===== config.mk =====
export PLATFORM = sky130hd
export DESIGN_NAME = assoc_lookup
export DESIGN_NICKNAME = d
export VERILOG_FILES = /design/src/rtl/assoc_lookup_pkg.sv /design/src/rtl/lookup_ctrl.sv /design/src/rtl/lookup_prio_enc.sv /design/src/rtl/lookup_datapath.sv /design/src/rtl/assoc_lookup.sv
export SDC_FILE = /design/constraint.sdc
export NUM_CORES = 1
export LEC_CHECK = 0
export CAP_MARGIN = 25
export CORE_ASPECT_RATIO = 0.9
export CORE_MARGIN = 2
export CORE_UTILIZATION = 59
export DETAILED_ROUTE_END_ITERATION = 10
export HOLD_SLACK_MARGIN = 0.1
export PLACE_DENSITY = 0.79
export SYNTH_ARGS = -nofsm -noshare
export SYNTH_HDL_FRONTEND = slang
export SYNTH_SLANG_ARGS = --single-unit
export TNS_END_PERCENT = 5

===== constraint.sdc =====
create_clock -name clk -period 3.44 [get_ports clk]
set_clock_uncertainty 0.2 [all_clocks]
set_input_delay 0.688 -clock clk [delete_from_list [all_inputs] [get_ports clk]]
set_output_delay 0.688 -clock clk [all_outputs]
set_load 0.01 [all_outputs]

===== src/rtl/assoc_lookup_pkg.sv =====
package assoc_lookup_pkg;

  // strobes from control to datapath
  typedef struct packed {
    logic storeEntry;   // update one entry this cycle
    logic runSearch;    // compare and capture result this cycle
  } lookupStrobes_t;

endpackage


===== src/rtl/lookup_ctrl.sv =====
module lookup_ctrl
  import assoc_lookup_pkg::*;
(
  input  logic           wrEn,
  input  logic           srchEn,
  output lookupStrobes_t strobes
);

  always_comb begin
    strobes            = '0;
    strobes.storeEntry = wrEn;
    strobes.runSearch  = srchEn;
  end

endmodule


===== src/rtl/lookup_prio_enc.sv =====
module lookup_prio_enc #(
  parameter int N     = 8,
  parameter int IDX_W = 3
) (
  input  logic [N-1:0]     reqVec,
  output logic [N-1:0]     grantVec,
  output logic [IDX_W-1:0] grantIdx,
  output logic             anyReq
);

  // lowerAny[i] is set when any request below i is active
  logic [N:0] lowerAny;

  assign lowerAny[0] = 1'b0;

  for (genvar i = 0; i < N; i++) begin : g_chain
    assign lowerAny[i+1] = lowerAny[i] | reqVec[i];
    assign grantVec[i]   = reqVec[i] & ~lowerAny[i];
  end

  assign anyReq = lowerAny[N];

  always_comb begin
    grantIdx = '0;
    for (int i = 0; i < N; i++) begin
      if (grantVec[i]) grantIdx = grantIdx | IDX_W'(i);
    end
  end

endmodule


===== src/rtl/lookup_datapath.sv =====
module lookup_datapath
  import assoc_lookup_pkg::*;
#(
  parameter int ENTRIES = 8,
  parameter int KEY_W   = 16,
  parameter int DATA_W  = 12,
  parameter int IDX_W   = 3
) (
  input  logic              clk,
  input  logic              rstN,
  input  lookupStrobes_t    strobes,
  input  logic [IDX_W-1:0]  wrIdx,
  input  logic [KEY_W-1:0]  wrKey,
  input  logic [DATA_W-1:0] wrData,
  input  logic              wrValid,
  input  logic [KEY_W-1:0]  srchKey,
  output logic              hitOut,
  output logic [IDX_W-1:0]  hitIdx,
  output logic [DATA_W-1:0] hitData
);

  logic [KEY_W-1:0]  keyStore  [ENTRIES];
  logic [DATA_W-1:0] dataStore [ENTRIES];
  logic [ENTRIES-1:0] validVec;
  logic [ENTRIES-1:0] matchVec;
  logic [ENTRIES-1:0] grantVec;
  logic [IDX_W-1:0]   winIdx;
  logic               anyMatch;
  logic [DATA_W-1:0]  selData;

  // entry storage, one generate slice per entry
  for (genvar e = 0; e < ENTRIES; e++) begin : g_entry
    logic thisWrite;
    logic [KEY_W-1:0] bitEq;

    assign thisWrite = strobes.storeEntry && (wrIdx == IDX_W'(e));

    always_ff @(posedge clk or negedge rstN) begin
      if (!rstN) begin
        validVec[e] <= 1'b0;
      end else if (thisWrite) begin
        validVec[e] <= wrValid;
      end
    end

    always_ff @(posedge clk) begin
      if (thisWrite) begin
        keyStore[e]  <= wrKey;
        dataStore[e] <= wrData;
      end
    end

    // match line: starts true, any unequal bit pulls it low
    assign bitEq       = ~(keyStore[e] ^ srchKey);
    assign matchVec[e] = validVec[e] & (&bitEq);

    // a raised match line means the full key is equal
    p_match_exact_r3: assert property (@(posedge clk) disable iff (!rstN)
      matchVec[e] |-> (keyStore[e] == srchKey));
  end

  lookup_prio_enc #(
    .N    (ENTRIES),
    .IDX_W(IDX_W)
  ) u_prio (
    .reqVec  (matchVec),
    .grantVec(grantVec),
    .grantIdx(winIdx),
    .anyReq  (anyMatch)
  );

  // grant line acts as word select of the data RAM
  always_comb begin
    selData = '0;
    for (int i = 0; i < ENTRIES; i++) begin
      selData = selData | (dataStore[i] & {DATA_W{grantVec[i]}});
    end
  end

  // registered result, captured only on a search
  always_ff @(posedge clk or negedge rstN) begin
    if (!rstN) begin
      hitOut  <= 1'b0;
      hitIdx  <= '0;
      hitData <= '0;
    end else if (strobes.runSearch) begin
      hitOut  <= anyMatch;
      hitIdx  <= anyMatch ? winIdx : '0;
      hitData <= anyMatch ? selData : '0;
    end
  end

  // at most one winner, and only among matching entries
  p_onehot_grant_r4: assert property (@(posedge clk) disable iff (!rstN)
    $onehot0(grantVec) && ((grantVec & ~matchVec) == '0));

  // retired entries never raise a match line
  p_invalid_nomatch_r5: assert property (@(posedge clk) disable iff (!rstN)
    (matchVec & ~validVec) == '0);

  // the hit flag after a search reflects the match lines of that cycle
  p_hit_follows_r2: assert property (@(posedge clk) disable iff (!rstN)
    strobes.runSearch |=> (hitOut == $past(|matchVec)));

  // a miss drives index and data to zero
  p_miss_zero_r6: assert property (@(posedge clk) disable iff (!rstN)
    !hitOut |-> (hitIdx == '0 && hitData == '0));

  // results hold between searches
  p_hold_r8: assert property (@(posedge clk) disable iff (!rstN)
    !strobes.runSearch |=> ($stable(hitOut) && $stable(hitIdx) && $stable(hitData)));

endmodule


===== src/rtl/assoc_lookup.sv =====
module assoc_lookup
  import assoc_lookup_pkg::*;
#(
  parameter int ENTRIES = 8,
  parameter int KEY_W   = 16,
  parameter int DATA_W  = 12,
  localparam int IDX_W  = (ENTRIES > 1) ? $clog2(ENTRIES) : 1
) (
  input  logic              clk,
  input  logic              rstN,
  input  logic              wrEn,
  input  logic [IDX_W-1:0]  wrIdx,
  input  logic [KEY_W-1:0]  wrKey,
  input  logic [DATA_W-1:0] wrData,
  input  logic              wrValid,
  input  logic              srchEn,
  input  logic [KEY_W-1:0]  srchKey,
  output logic              hitOut,
  output logic [IDX_W-1:0]  hitIdx,
  output logic [DATA_W-1:0] hitData
);

  lookupStrobes_t strobes;

  lookup_ctrl u_ctrl (
    .wrEn   (wrEn),
    .srchEn (srchEn),
    .strobes(strobes)
  );

  lookup_datapath #(
    .ENTRIES(ENTRIES),
    .KEY_W  (KEY_W),
    .DATA_W (DATA_W),
    .IDX_W  (IDX_W)
  ) u_dp (
    .clk    (clk),
    .rstN   (rstN),
    .strobes(strobes),
    .wrIdx  (wrIdx),
    .wrKey  (wrKey),
    .wrData (wrData),
    .wrValid(wrValid),
    .srchKey(srchKey),
    .hitOut (hitOut),
    .hitIdx (hitIdx),
    .hitData(hitData)
  );

endmodule


==> key figures <==
Cells and area
  – Antenna diode count: 0
  – Post-layout utilization of the core: 76.1%
  – Sequential cell area: 7330 µm²
  – Number of filler cells placed in the layout: 1,070
  – Post-route cell area: 13,500 µm²
  – NumNets Final: 953
  – Most used cells in the layout excluding fill and tap cells: 224 x edfxtp_1, 118 x buf_4, 78 x xnor2_1, 67 x clkdlybuf4s50_1, 51 x nand2_1
  – Fraction of layout cells with a size suffix above 1: 21.6%
  – Multi-input combinational cell area: 3150 µm²
  – Area added between synthesis and finish: 25.7%
  – Most common cell after layout, fill and taps aside: edfxtp_1

Place
  – Placed instance area: 12,600 µm²
  – RePlAce Congestion: 0.936
  – HPWL reported at the end of detailed placement: 20,700 µm
  – Post-Place Setup Slack: -0.396 ns
  – Port Buffer Count: 67

Routing
  – Number of DRC markers in iteration 0: 891
  – Via count: 7,444
  – Router iterations before antenna repair: 5
  – Highest routed metal layer: met4
  – Residual DRC: 0
  – Avg Vias per Cell: 6.42
  – Met3 Wirelength: 3720 µm
  – WL/cell: 25.6 µm
  – Overall routed net length: 29,700 µm
  – Routed metal-1 wire length: 11,900 µm
  – Total length of routed met2 wires: 13,500 µm
  – Number of antenna-violating nets in the routed design: 0

Floorplan
  – DIE WIDTH: 146 µm
  – Starting Density: 60.6%
  – Core Area: 17,700 µm²
  – Vertical die dimension: 132 µm
  – Number of core rows: 46
  – IO Pins: 68
  – Area of the die: 19,200 µm²

Clock network
  – Setup Fix Bufs, Post-CTS: 0
  – Post-CTS Hold Fix Bufs: 0
  – CTS sink count: 248
  – Clock tree from TritonCTS: done
  – CTS clk-pin slew, worst paths: 0.07 ns
  – Number of CTS-inserted buffers: 25
  – Number of H-tree levels: 1
  – Clock tree root driver cell: clkbuf_16
  – Source-to-sink clock delay at the later pin of the worst-skew pair: 0.52 ns
  – Number of resized instances in the post-cts repair step: 0
  – Maximum root-to-sink buffer count: 3

Pwr
  – Power Density: 506 nW/µm²
  – Static leakage power: 4.55 nW
  – Maximum vdd ir drop: 406 µV
  – Post-layout total power: 6.80 mW

Logic synthesis
  – Total of warnings raised by yosys: 0
  – Number of flops mapped to enable cells by yosys: 224
  – Count of cell types in the netlist: 48
  – Portion of synthesized cell area occupied by the leading cell type: 62.8%
  – Avg Inst Size Synth: 14.9 µm²
  – Share of the yosys chip area belonging to registers: 68.5%
  – Synthesized flop and latch total: 248
  – Most frequently used flop master after synthesis: edfxtp_1
  – Gate Count Post-Synth: 718
  – Top cell type by total area after synthesis: edfxtp_1
  – Cell Area, Synth: 10,700 µm²
  – Leading cell types by total area after synthesis: edfxtp_1 63%, xnor2_1 6.5%, dfrtp_1 5.6%, xor2_1 4.0%, nand4_1 2.5%
  – Nets in the synthesized netlist: 770
  – Share of synthesized flip-flops with an asynchronous set or reset: 9.68%

Setup path
  – Critical Path Start Type: input pin
  – Maximum cell stage delay along the critical path: 0.49 ns
  – Slowest stage cell on the critical path: a2111oi_1
  – Crit path capture type: flop
  – Arrival time at the worst endpoint: 3.56 ns
  – Crit path required time: 3.67 ns
  – Chain of cells forming the critical path: clkdlybuf4s50_1, buf_4, xnor2_1, nand4_1, buf_4, nor4_2, buf_4, buf_4, a32oi_1, a2111oi_1, a211oi_1, a22oi_1
  – Worst Path Max Fanout: 6
  – Critical setup path kind: in2reg
  – Most Frequent Cell on Critical Path: buf_4

STA
  – Fin. max-slew vios: 0
  – Final critical-path share of the clock period: 96.8%
  – Slew HR: 50.9%
  – Fmax: 0.300 GHz
  – Final count of hold timing violations: 0
  – Transition time at the pin with the least slew margin: 0.731 ns
  – Final-report setup violation count: 0
  – Minimum clock period after layout: 3.33 ns
  – Final WS setup: 0.111 ns
  – Unrepaired setup endpoints after global routing: no

Global routing
  – Via count of the first global-routing pass: 7,237
  – Overflow after GRT: 0
  – Wire length of the first global-routing pass: 44,400 µm
  – Combined global-route utilization of all metal layers: 30.7%
  – Largest net degree at the start of global routing: 30
  – Antenna violations before repair: 0

Job
  – Count of maximum capacitance violations: 0

Status
  – Result of the run: complete, no violations

Hold path
  – Class of the worst hold path: reg2reg
[synthesized netlist by cell type (all sizes together) (9+ instances only)]
| library cell | number |
|---|---|
| nand2 | 51 |
| a32oi | 12 |
| nor2 | 10 |
| xor2 | 49 |
| o21ai | 14 |
| nor3 | 24 |
| xnor2 | 79 |
| dfrtp | 24 |
| edfxtp | 224 |
| a211oi | 13 |
| buf | 23 |
| nor4 | 16 |
| clkbuf | 9 |
| nand4 | 42 |
| a211o | 12 |
| a22oi | 12 |
| a2111oi | 12 |
| o2111ai | 12 |
| a41o | 12 |
[final cells by class]
| type | instances | area share [%] |
|---|---|---|
| multi-input cells | 426 | 23.4 |
| clock buffers | 27 | 4.71 |
| clock inverters | 19 | 1.58 |
| flip-flops and latches | 248 | 54.5 |
| repair buffers | 198 | 13.5 |
| inverters | 2 | 0.0558 |
| well taps | 240 | 2.23 |
[sequential cells by signal, indices dropped and copies added (netlist names)]
name            flops
u_dp.validVec       8
u_dp.hitOut         1
u_dp.hitIdx         3
u_dp.keyStore     128
u_dp.dataStore     96
u_dp.hitData       12
[worst max-delay path, delay by kind of cell]
kind            cells  cell delay [ns]
compound gates      4             0.90
xor+xnor            1             0.26
buf+inv             5             1.15
simple gates        2             0.55
[routing by layer]
| layer | up-vias | GRT usage [%] |
|---|---|---|
| met4 | 0 | 6.80 |
| met5 | - | 0 |
| met2 | 536 | 46.5 |
| li1 | 3185 | - |
| met3 | 55 | 8.44 |
| met1 | 3668 | 45.4 |
[logic make-up (layout without fill, tap and decap cells)]
family | Yosys count | count (layout) | synth area share, %
DFF | 248 | 248 | 68.5
and+or+nand+nor | 184 | 184 | 9.38
xor gates and xnor gates | 128 | 128 | 10.5
AOI/OAI and AO/OA | 106 | 106 | 8.13
buffers and inverters | 44 | 246 | 2.72
muxes | 8 | 8 | 0.842
[metrics by stage]
step	setup TNS [ns]	cells	hold WS, ns
2_1_floorplan	-0.128	718	0.192
3_3_place_gp	-2.75	1114	0.268
3_5_place_dp	-3.80	1114	0.287
4_1_cts	0	1160	0.303
5_1_grt	0	1160	0.330
6_report	0	1160	0.310
[worst paths after layout]
kind,startpoint,end,slack (ns),depth (start not counted)
max reg2reg,u_dp.keyStore[1][29],u_dp.hitData[8],0.40,9
min reg2reg,u_dp.validVec[6],u_dp.validVec[6],0.31,1
min in group asynchronous,rstN,u_dp.validVec[6],0.35,2
min,u_dp.validVec[6],u_dp.validVec[6],0.31,1
max,srchKey[12],u_dp.hitData[8],0.11,12
max in group asynchronous,rstN,u_dp.hitData[9],2.39,2
[power breakdown]
group / switching, mW / internal [mW]
Clock: 1.15 / 1.64
Sequential: 0.0508 / 3.40
Combinational: 0.316 / 0.247
Total: 1.51 / 5.29
No activity file was read; power rests on OpenSTA's default activity.
